## src/rtl/fe_chk_pkg.sv

```systemverilog
package fe_chk_pkg;

    localparam int WORD_W    = 16;
    localparam int BUS_W     = WORD_W + 1;
    localparam int NCHIP     = WORD_W;
    localparam int HDR_WORDS = 4;
    localparam int POS_W     = 9;
    localparam int SPG_W     = 4;
    localparam int TYPE_W    = 2;
    localparam int STAT_W    = 3;
    localparam logic [WORD_W-1:0] CRC_POLY = 16'h8005;

    typedef logic [TYPE_W-1:0] evt_type_t;

    typedef enum logic [1:0] {
        PH_HDR,
        PH_MASK_HI,
        PH_MASK_LO,
        PH_BODY
    } phase_t;

    typedef struct packed {
        logic blk_bad;
        logic gcrc_bad;
        logic len_bad;
    } evt_stat_t;

    function automatic int samples_of(evt_type_t t);
        return t[1] ? 3 : 7;
    endfunction

    function automatic int gains_of(evt_type_t t);
        return t[0] ? 2 : 1;
    endfunction

    function automatic logic [SPG_W-1:0] spg_of(evt_type_t t);
        return SPG_W'(samples_of(t) * gains_of(t));
    endfunction

    function automatic logic [POS_W:0] exp_len_of(evt_type_t t);
        return (POS_W+1)'(HDR_WORDS + NCHIP * (samples_of(t) * gains_of(t) + 1));
    endfunction

endpackage

```

## src/rtl/crc16_word_step.sv

```systemverilog
module crc16_word_step #(
    parameter int              W    = 16,
    parameter logic [W-1:0]    POLY = 16'h8005
) (
    input  logic [W-1:0] crc_in,
    input  logic [W-1:0] data_in,
    output logic [W-1:0] crc_out
);
    logic [W-1:0] acc;
    logic         fb;

    always_comb begin
        acc = crc_in;
        fb  = 1'b0;
        for (int i = W - 1; i >= 0; i--) begin
            fb  = acc[W-1] ^ data_in[i];
            acc = {acc[W-2:0], 1'b0};
            if (fb) acc = acc ^ POLY;
        end
        crc_out = acc;
    end
endmodule

```

## src/rtl/chip_mask_pack.sv

```systemverilog
module chip_mask_pack #(
    parameter int NCH = 16
) (
    input  logic [2*NCH-1:0] wide_mask,
    output logic [NCH-1:0]   narrow_mask
);
    for (genvar c = 0; c < NCH; c++) begin : g_pair
        assign narrow_mask[c] = wide_mask[2*c] | wide_mask[2*c+1];
    end
endmodule

```

## src/rtl/fe_stream_check.sv

```systemverilog
module fe_stream_check
    import fe_chk_pkg::*;
(
    input  logic              clk,
    input  logic              rst,
    input  logic              in_vld,
    input  logic [BUS_W-1:0]  in_bus,
    output logic              out_vld,
    output logic [WORD_W-1:0] out_word,
    output logic              out_last,
    output logic              irq,
    output logic [NCHIP-1:0]  chk_mask,
    output logic [STAT_W-1:0] chk_stat
);
    localparam int IDX_W = $clog2(NCHIP);
    localparam logic [IDX_W:0] NBLK = (IDX_W+1)'(NCHIP);

    phase_t              phase;
    logic [POS_W-1:0]    pos;
    evt_type_t           typ;
    logic [WORD_W-1:0]   m_hi, m_lo;
    logic [IDX_W:0]      blk_idx;
    logic [SPG_W-1:0]    blk_word;
    logic [WORD_W-1:0]   bcrc, gcrc, bcrc_nx, gcrc_nx;
    logic [NCHIP-1:0]    bad, present, ok_bits;

    logic [WORD_W-1:0]   w;
    logic                w_last;
    logic [SPG_W-1:0]    spg;
    logic [POS_W:0]      exp_len, len_now;
    logic                in_blocks, blk_end;
    evt_stat_t           stat_nx;

    assign w         = in_bus[WORD_W-1:0];
    assign w_last    = in_bus[WORD_W];
    assign spg       = spg_of(typ);
    assign exp_len   = exp_len_of(typ);
    assign len_now   = {1'b0, pos} + (POS_W+1)'(1);
    assign in_blocks = (phase == PH_BODY) && (blk_idx < NBLK);
    assign blk_end   = (blk_word == spg);

    crc16_word_step #(.W(WORD_W), .POLY(CRC_POLY)) u_blk_crc (
        .crc_in (bcrc),
        .data_in(w),
        .crc_out(bcrc_nx)
    );

    crc16_word_step #(.W(WORD_W), .POLY(CRC_POLY)) u_evt_crc (
        .crc_in (gcrc),
        .data_in(w),
        .crc_out(gcrc_nx)
    );

    chip_mask_pack #(.NCH(NCHIP)) u_pack (
        .wide_mask  ({m_hi, m_lo}),
        .narrow_mask(present)
    );

    for (genvar c = 0; c < NCHIP; c++) begin : g_ok
        localparam logic [IDX_W:0] CI = (IDX_W+1)'(c);
        assign ok_bits[c] = (blk_idx > CI) & ~bad[c];
    end

    assign stat_nx = '{blk_bad:  |bad,
                       gcrc_bad: (w != gcrc),
                       len_bad:  (len_now != exp_len)};

    always_ff @(posedge clk) begin
        if (rst) begin
            out_vld  <= 1'b0;
            out_word <= '0;
            out_last <= 1'b0;
            irq      <= 1'b0;
            chk_mask <= '0;
            chk_stat <= '0;
            phase    <= PH_HDR;
            pos      <= '0;
            typ      <= '0;
            m_hi     <= '0;
            m_lo     <= '0;
            blk_idx  <= '0;
            blk_word <= '0;
            bcrc     <= '0;
            gcrc     <= '0;
            bad      <= '0;
        end else begin
            out_vld  <= in_vld;
            out_word <= w;
            out_last <= in_vld & w_last;
            irq      <= in_vld & w_last;
            if (in_vld) begin
                if (w_last) begin
                    chk_stat <= stat_nx;
                    chk_mask <= present & ok_bits;
                    phase    <= PH_HDR;
                    pos      <= '0;
                    typ      <= '0;
                    m_hi     <= '0;
                    m_lo     <= '0;
                    blk_idx  <= '0;
                    blk_word <= '0;
                    bcrc     <= '0;
                    gcrc     <= '0;
                    bad      <= '0;
                end else begin
                    gcrc <= gcrc_nx;
                    if (pos != '1) pos <= pos + 1'b1;
                    unique case (phase)
                        PH_HDR: begin
                            typ   <= w[TYPE_W-1:0];
                            phase <= PH_MASK_HI;
                        end
                        PH_MASK_HI: begin
                            m_hi  <= w;
                            phase <= PH_MASK_LO;
                        end
                        PH_MASK_LO: begin
                            m_lo  <= w;
                            phase <= PH_BODY;
                        end
                        PH_BODY: begin
                            if (in_blocks) begin
                                if (blk_end) begin
                                    if (w != bcrc) bad[blk_idx[IDX_W-1:0]] <= 1'b1;
                                    bcrc     <= '0;
                                    blk_word <= '0;
                                    blk_idx  <= blk_idx + 1'b1;
                                end else begin
                                    bcrc     <= bcrc_nx;
                                    blk_word <= blk_word + 1'b1;
                                end
                            end
                        end
                    endcase
                end
            end
        end
    end
endmodule

```

## config.mk

```make
export PLATFORM = sky130hd
export DESIGN_NAME = fe_stream_check
export DESIGN_NICKNAME = d
export VERILOG_FILES = /design/src/rtl/fe_chk_pkg.sv /design/src/rtl/crc16_word_step.sv /design/src/rtl/chip_mask_pack.sv /design/src/rtl/fe_stream_check.sv
export SDC_FILE = /design/constraint.sdc
export NUM_CORES = 1
export LEC_CHECK = 0
export CORE_MARGIN = 8
export CORE_UTILIZATION = 64
export CTS_BUF_LIST = sky130_fd_sc_hd__clkbuf_4
export DETAILED_ROUTE_END_ITERATION = 10
export GPL_TIMING_DRIVEN = 0
export PLACE_DENSITY = 0.86
export SLEW_MARGIN = 20
export SYNTH_ARGS = -nofsm -noshare
export SYNTH_HDL_FRONTEND = slang
export SYNTH_SLANG_ARGS = --single-unit
```

## constraint.sdc

```tcl
create_clock -name clk -period 4.2 [get_ports clk]
set_input_delay 0.63 -clock clk [delete_from_list [all_inputs] [get_ports clk]]
set_output_delay 0.63 -clock clk [all_outputs]
set_load 0.1 [all_outputs]
```

==> qor.tcl <==
set qor(status) {complete, no violations}
set qor(setup-tns-final_ps) 0
set qor(area_contributors_post_synth) {sky130_fd_sc_hd__dfxtp_1 (44%), sky130_fd_sc_hd__nor2_1 (7.5%), sky130_fd_sc_hd__xnor2_1 (7.2%)}
set qor(synth_area_sq_um) 6330
set qor(postSynth.asyncResetShare_pct) 0
set qor(route.antenna.remaining_nets) 0
set qor(drtPass1Iterations) 7
set qor(postRouteWirelength_mm) 17.4
set qor(postCtsSetupRepairBufs) 0
set qor(postSynthAreaPerCell_sq_um) 8.99
set qor(unrepaired_setup_endpoints_after_global_routing) {false}
set qor(route.vias.total) 5531
set qor(power_frac_seq_pct) 43.3
set qor(worst-slew-pin-transition_ps) 994
set qor(initial_utilization_pct) 65.3
set qor(gp_congestion) 0.944
set qor(place_hpwl_mm) 12.9
set qor(fill_cells) 704
set qor(pwr-share-comb_pct) 25.0
set qor(drt_first_iter_violations) 671
set qor(cts.path.max_buffers) 2
set qor(critical_path_cell_count) 8
set qor(die_area_sq_um) 13300
set qor(routed_via_density) 5.99
set qor(yosys_most_used_dff) {sky130_fd_sc_hd__dfxtp_1}
set qor(worstSkewPairLatency_ps) 560
set qor(total_power_mw) 3.22
set qor(synth.lib_cells_used.distinct) 46
set qor(drv.max_cap_violation_count) 0
set qor(synth_seq_area_share_pct) 44.0
set qor(cts_max_level) 4
set qor(grt_first_pass_wirelength_mm) 27.4
set qor(postSynthCellCount) 704
set qor(final_hold_viol_count) 0
set qor(power.switching_fraction_pct) 29.4
set qor(fp.coreArea_sq_um) 9680
set qor(vias_in_the_first_global_route) 5433
set qor(worst_path_most_repeated_cell) {sky130_fd_sc_hd__xnor3_1}
set qor(final.min_clock_period_ps) 2930
set qor(globalRouteTotalUtil_pct) 27.0
set qor(number_of_setup_violations_in_the_final_report) 0
set qor(cp_slowest_cell) {sky130_fd_sc_hd__clkdlybuf4s50_1}
set qor(post_route_cells_drive_above_1_share_pct) 5.32
set qor(row_count) 36
set qor(synth.top_cell.area_share_pct) 44.0
set qor(layout.cells.non_filler) 923
set qor(worst_clock_skew_ps) 17.3
set qor(finalNetCount) 811
set qor(io_pins) 58
set qor(detail_route.wl_per_cell_um) 18.9
set qor(grt_overflow) 0
set qor(power_frac_clock_pct) 31.8
set qor(library_cell_occupying_the_most_area_in_the_post_synthesis_netlist) {sky130_fd_sc_hd__dfxtp_1}
set qor(cellPowerDensity_nw_per_um2) 437
set qor(worstPathMaxFanout) 5
set qor(count_of_yosys_warnings_during_synthesis) 0
set qor(clock.fmax_mhz) 341
set qor(post_cts.resized_instances) 0
set qor(ff2ff_path_depth) 7
set qor(postSynthRegisterBits) 139
set qor(timing.setup.critical_path_class) {in -> reg}
set qor(timing.max_slew.rel_slack_pct) 33.5
set qor(dieWidth_um) 115
set qor(worstPathArrival_ps) 3370
set qor(ff_latch_area_sq_um) 2780
set qor(tritoncts.num_buffers) 17
set qor(timing.critical_path.slowest_cell_delay_ps) 620
set qor(report.final.slew_viol_count) 0
set qor(cts_tree) {yes}
set qor(intPower_mw) 2.28
set qor(floorplan.die.height_um) 115
set qor(place.detailed.instances) 892
set qor(multi_input_area_sq_um) 3360
set qor(irDropWorstVdd_uv) 320
set qor(cts.hold.buffers_added) 0
set qor(min_delay_path_depth) 2
set qor(clock_sink_count) 139
set qor(clock-root-buffer) {sky130_fd_sc_hd__clkbuf_4}
set qor(static-leakage-power_nw) 2.72
set qor(maximum_number_of_pins_on_one_net_before_global_route_repair) 17
set qor(fin_crit_sh_pct) 69.8
set qor(hp-class) {reg -> reg}
set qor(cp_buf_inv_count) 1
set qor(synth_edf_count) 0
set qor(drt_drc_violations_left) 0
set qor(required_ps) 4630
set qor(setup.worst_path.end_class) {flip-flop}
set qor(cell_chain_of_the_critical_path) {clkdlybuf4s50_1, xnor2_1, xor2_1, xnor3_1, xor3_2, xnor3_1, a22oi_1, nor2_1}
set qor(area_growth_syn_to_layout_pct) 16.6
set qor(power_switching_mw) 0.947
set qor(num_antenna_cells) 0
set qor(cts.clk_slew.worst_paths_ps) 120
set qor(port_buffers) 55
set qor(number_of_nets_in_the_synthesized_netlist) 737
set qor(critical-path-top-delay-family) {XOR/XNOR gates}
set qor(start_kind) {input port}
set qor(grt_antenna_before_repair) 0
==> stage by stage <==
| step | hold WS (ps) | instance area [sq um] | utilization, % | setup slack, ps |
|---|---|---|---|---|
| 6_report | 464 | 7380 | 76.2 | 1270 |
| 5_1_grt | 480 | 7380 | 76.2 | 1260 |
| 4_1_cts | 465 | 7380 | 76.2 | 1360 |
| 3_5_place_dp | 440 | 7040 | 72.7 | 859 |
| 3_3_place_gp | 435 | 7040 | 72.7 | 940 |
| 2_1_floorplan | 442 | 6330 | - | 1810 |
==> sequential cells by signal (all words and copies together), names as in the netlist, 3 cells and up <==
register,flops
bad,16
bcrc,16
chk_mask,16
gcrc,16
m_hi,16
m_lo,16
out_word,16
pos,9
blk_idx,5
blk_word,4
chk_stat,3
==> cell type report <==
type | count | share of cell area [%]
sequential | 139 | 37.7
tap | 133 | 2.26
multi-input combinational | 517 | 45.5
clock buffer | 18 | 1.83
buffer | 36 | 1.93
clock inverter | 13 | 2.71
timing repair buffer | 55 | 7.46
inverter | 12 | 0.610
==> worst min-delay path, cell delays in order (launching register included) <==
cell and delay, ps:
sky130_fd_sc_hd__dfxtp_1 330, sky130_fd_sc_hd__nand2_1 50, sky130_fd_sc_hd__o41ai_1 50
==> power groups by stage <==
stage,Combinational (mW),Clock [mW],Sequential [mW]
global placement,0.767,0,1.42
floorplan,0.564,0,1.49
finish,0.804,1.02,1.40
detailed placement,0.789,0,1.42
CTS,0.797,1.03,1.39
global route,0.846,1.09,1.40
==> metal layers <==
metal,part of all wire [%],vias to the layer above,GRT usage (%)
met5,0,-,0
met4,4.6,0,16.1
met3,7.6,67,6.41
met2,48,231,44.7
met1,39,2648,31.0
li1,-,2585,-
==> synth_stat cells (all sizes together) (2+ instances only) <==
cell type and count:
and2 3, o41ai 3, nor4b 3, a41oi 2
inv 12, nor3 13, o21ai 27, nand3 7
xnor2 52, xor2 30, o31a 2, nand2 30
a21oi 48, nand3b 3, nand2b 8, and3 3
xnor3 6, mux2i 5, nand4 3, a22oi 39
a22o 9, dfxtp 139, nor3b 3, nor2b 37
nor2 126, ha 13, nand4b 2, a2111oi 6
clkbuf 31, o31ai 6, a21o 4, buf 5
a32oi 6, nor4 12
==> kinds of logic (layout without fill, tap and decap cells) <==
group	Yosys count	after routing	share of synthesized area [%]
xor+xnor	89	89	14.6
simple gates	255	255	19.1
fa+ha+maj	13	13	2.57
mux	5	5	0.791
compound gates	155	155	16.0
buf+inv	48	134	2.97
flops	139	139	44.0
==> path summary, 6_finish.rpt <==
check,startpoint,slack (ps),to
max,in_bus[10],1270,bcrc[15]
min reg2reg,chk_mask[13],460,chk_mask[13]
min,chk_mask[13],460,chk_mask[13]
max reg2reg,blk_word[0],1710,bcrc[12]
==> placed cells by master (no fill, tap or decap), types with 3 or more instances in the layout <==
cell / instances
sky130_fd_sc_hd__nor4_1: 12
sky130_fd_sc_hd__a2111oi_0: 6
sky130_fd_sc_hd__a22oi_1: 39
sky130_fd_sc_hd__nor3_1: 12
sky130_fd_sc_hd__and3_1: 3
sky130_fd_sc_hd__a21oi_1: 48
sky130_fd_sc_hd__mux2i_1: 5
sky130_fd_sc_hd__nand3b_1: 3
sky130_fd_sc_hd__xor2_2: 6
sky130_fd_sc_hd__nor2b_1: 37
sky130_fd_sc_hd__inv_1: 12
sky130_fd_sc_hd__xor2_1: 24
sky130_fd_sc_hd__nor2_1: 126
sky130_fd_sc_hd__o31ai_1: 6
sky130_fd_sc_hd__nor4b_1: 3
sky130_fd_sc_hd__o21ai_1: 3
sky130_fd_sc_hd__clkbuf_1: 31
sky130_fd_sc_hd__clkinv_2: 3
sky130_fd_sc_hd__a21o_1: 4
sky130_fd_sc_hd__nand2_1: 30
sky130_fd_sc_hd__clkinvlp_4: 3
sky130_fd_sc_hd__a32oi_1: 6
sky130_fd_sc_hd__nand3_1: 7
sky130_fd_sc_hd__dfxtp_1: 139
sky130_fd_sc_hd__ha_1: 13
sky130_fd_sc_hd__clkbuf_4: 18
sky130_fd_sc_hd__nand4_1: 3
sky130_fd_sc_hd__nand2b_1: 8
sky130_fd_sc_hd__nor3b_1: 3
sky130_fd_sc_hd__xnor2_1: 52
sky130_fd_sc_hd__buf_1: 3
sky130_fd_sc_hd__bufinv_16: 5
sky130_fd_sc_hd__o41ai_1: 3
sky130_fd_sc_hd__clkdlybuf4s50_1: 55
sky130_fd_sc_hd__xnor3_1: 5
sky130_fd_sc_hd__o21ai_0: 24
sky130_fd_sc_hd__a22o_1: 9
No activity file was read; power rests on OpenSTA's default activity.
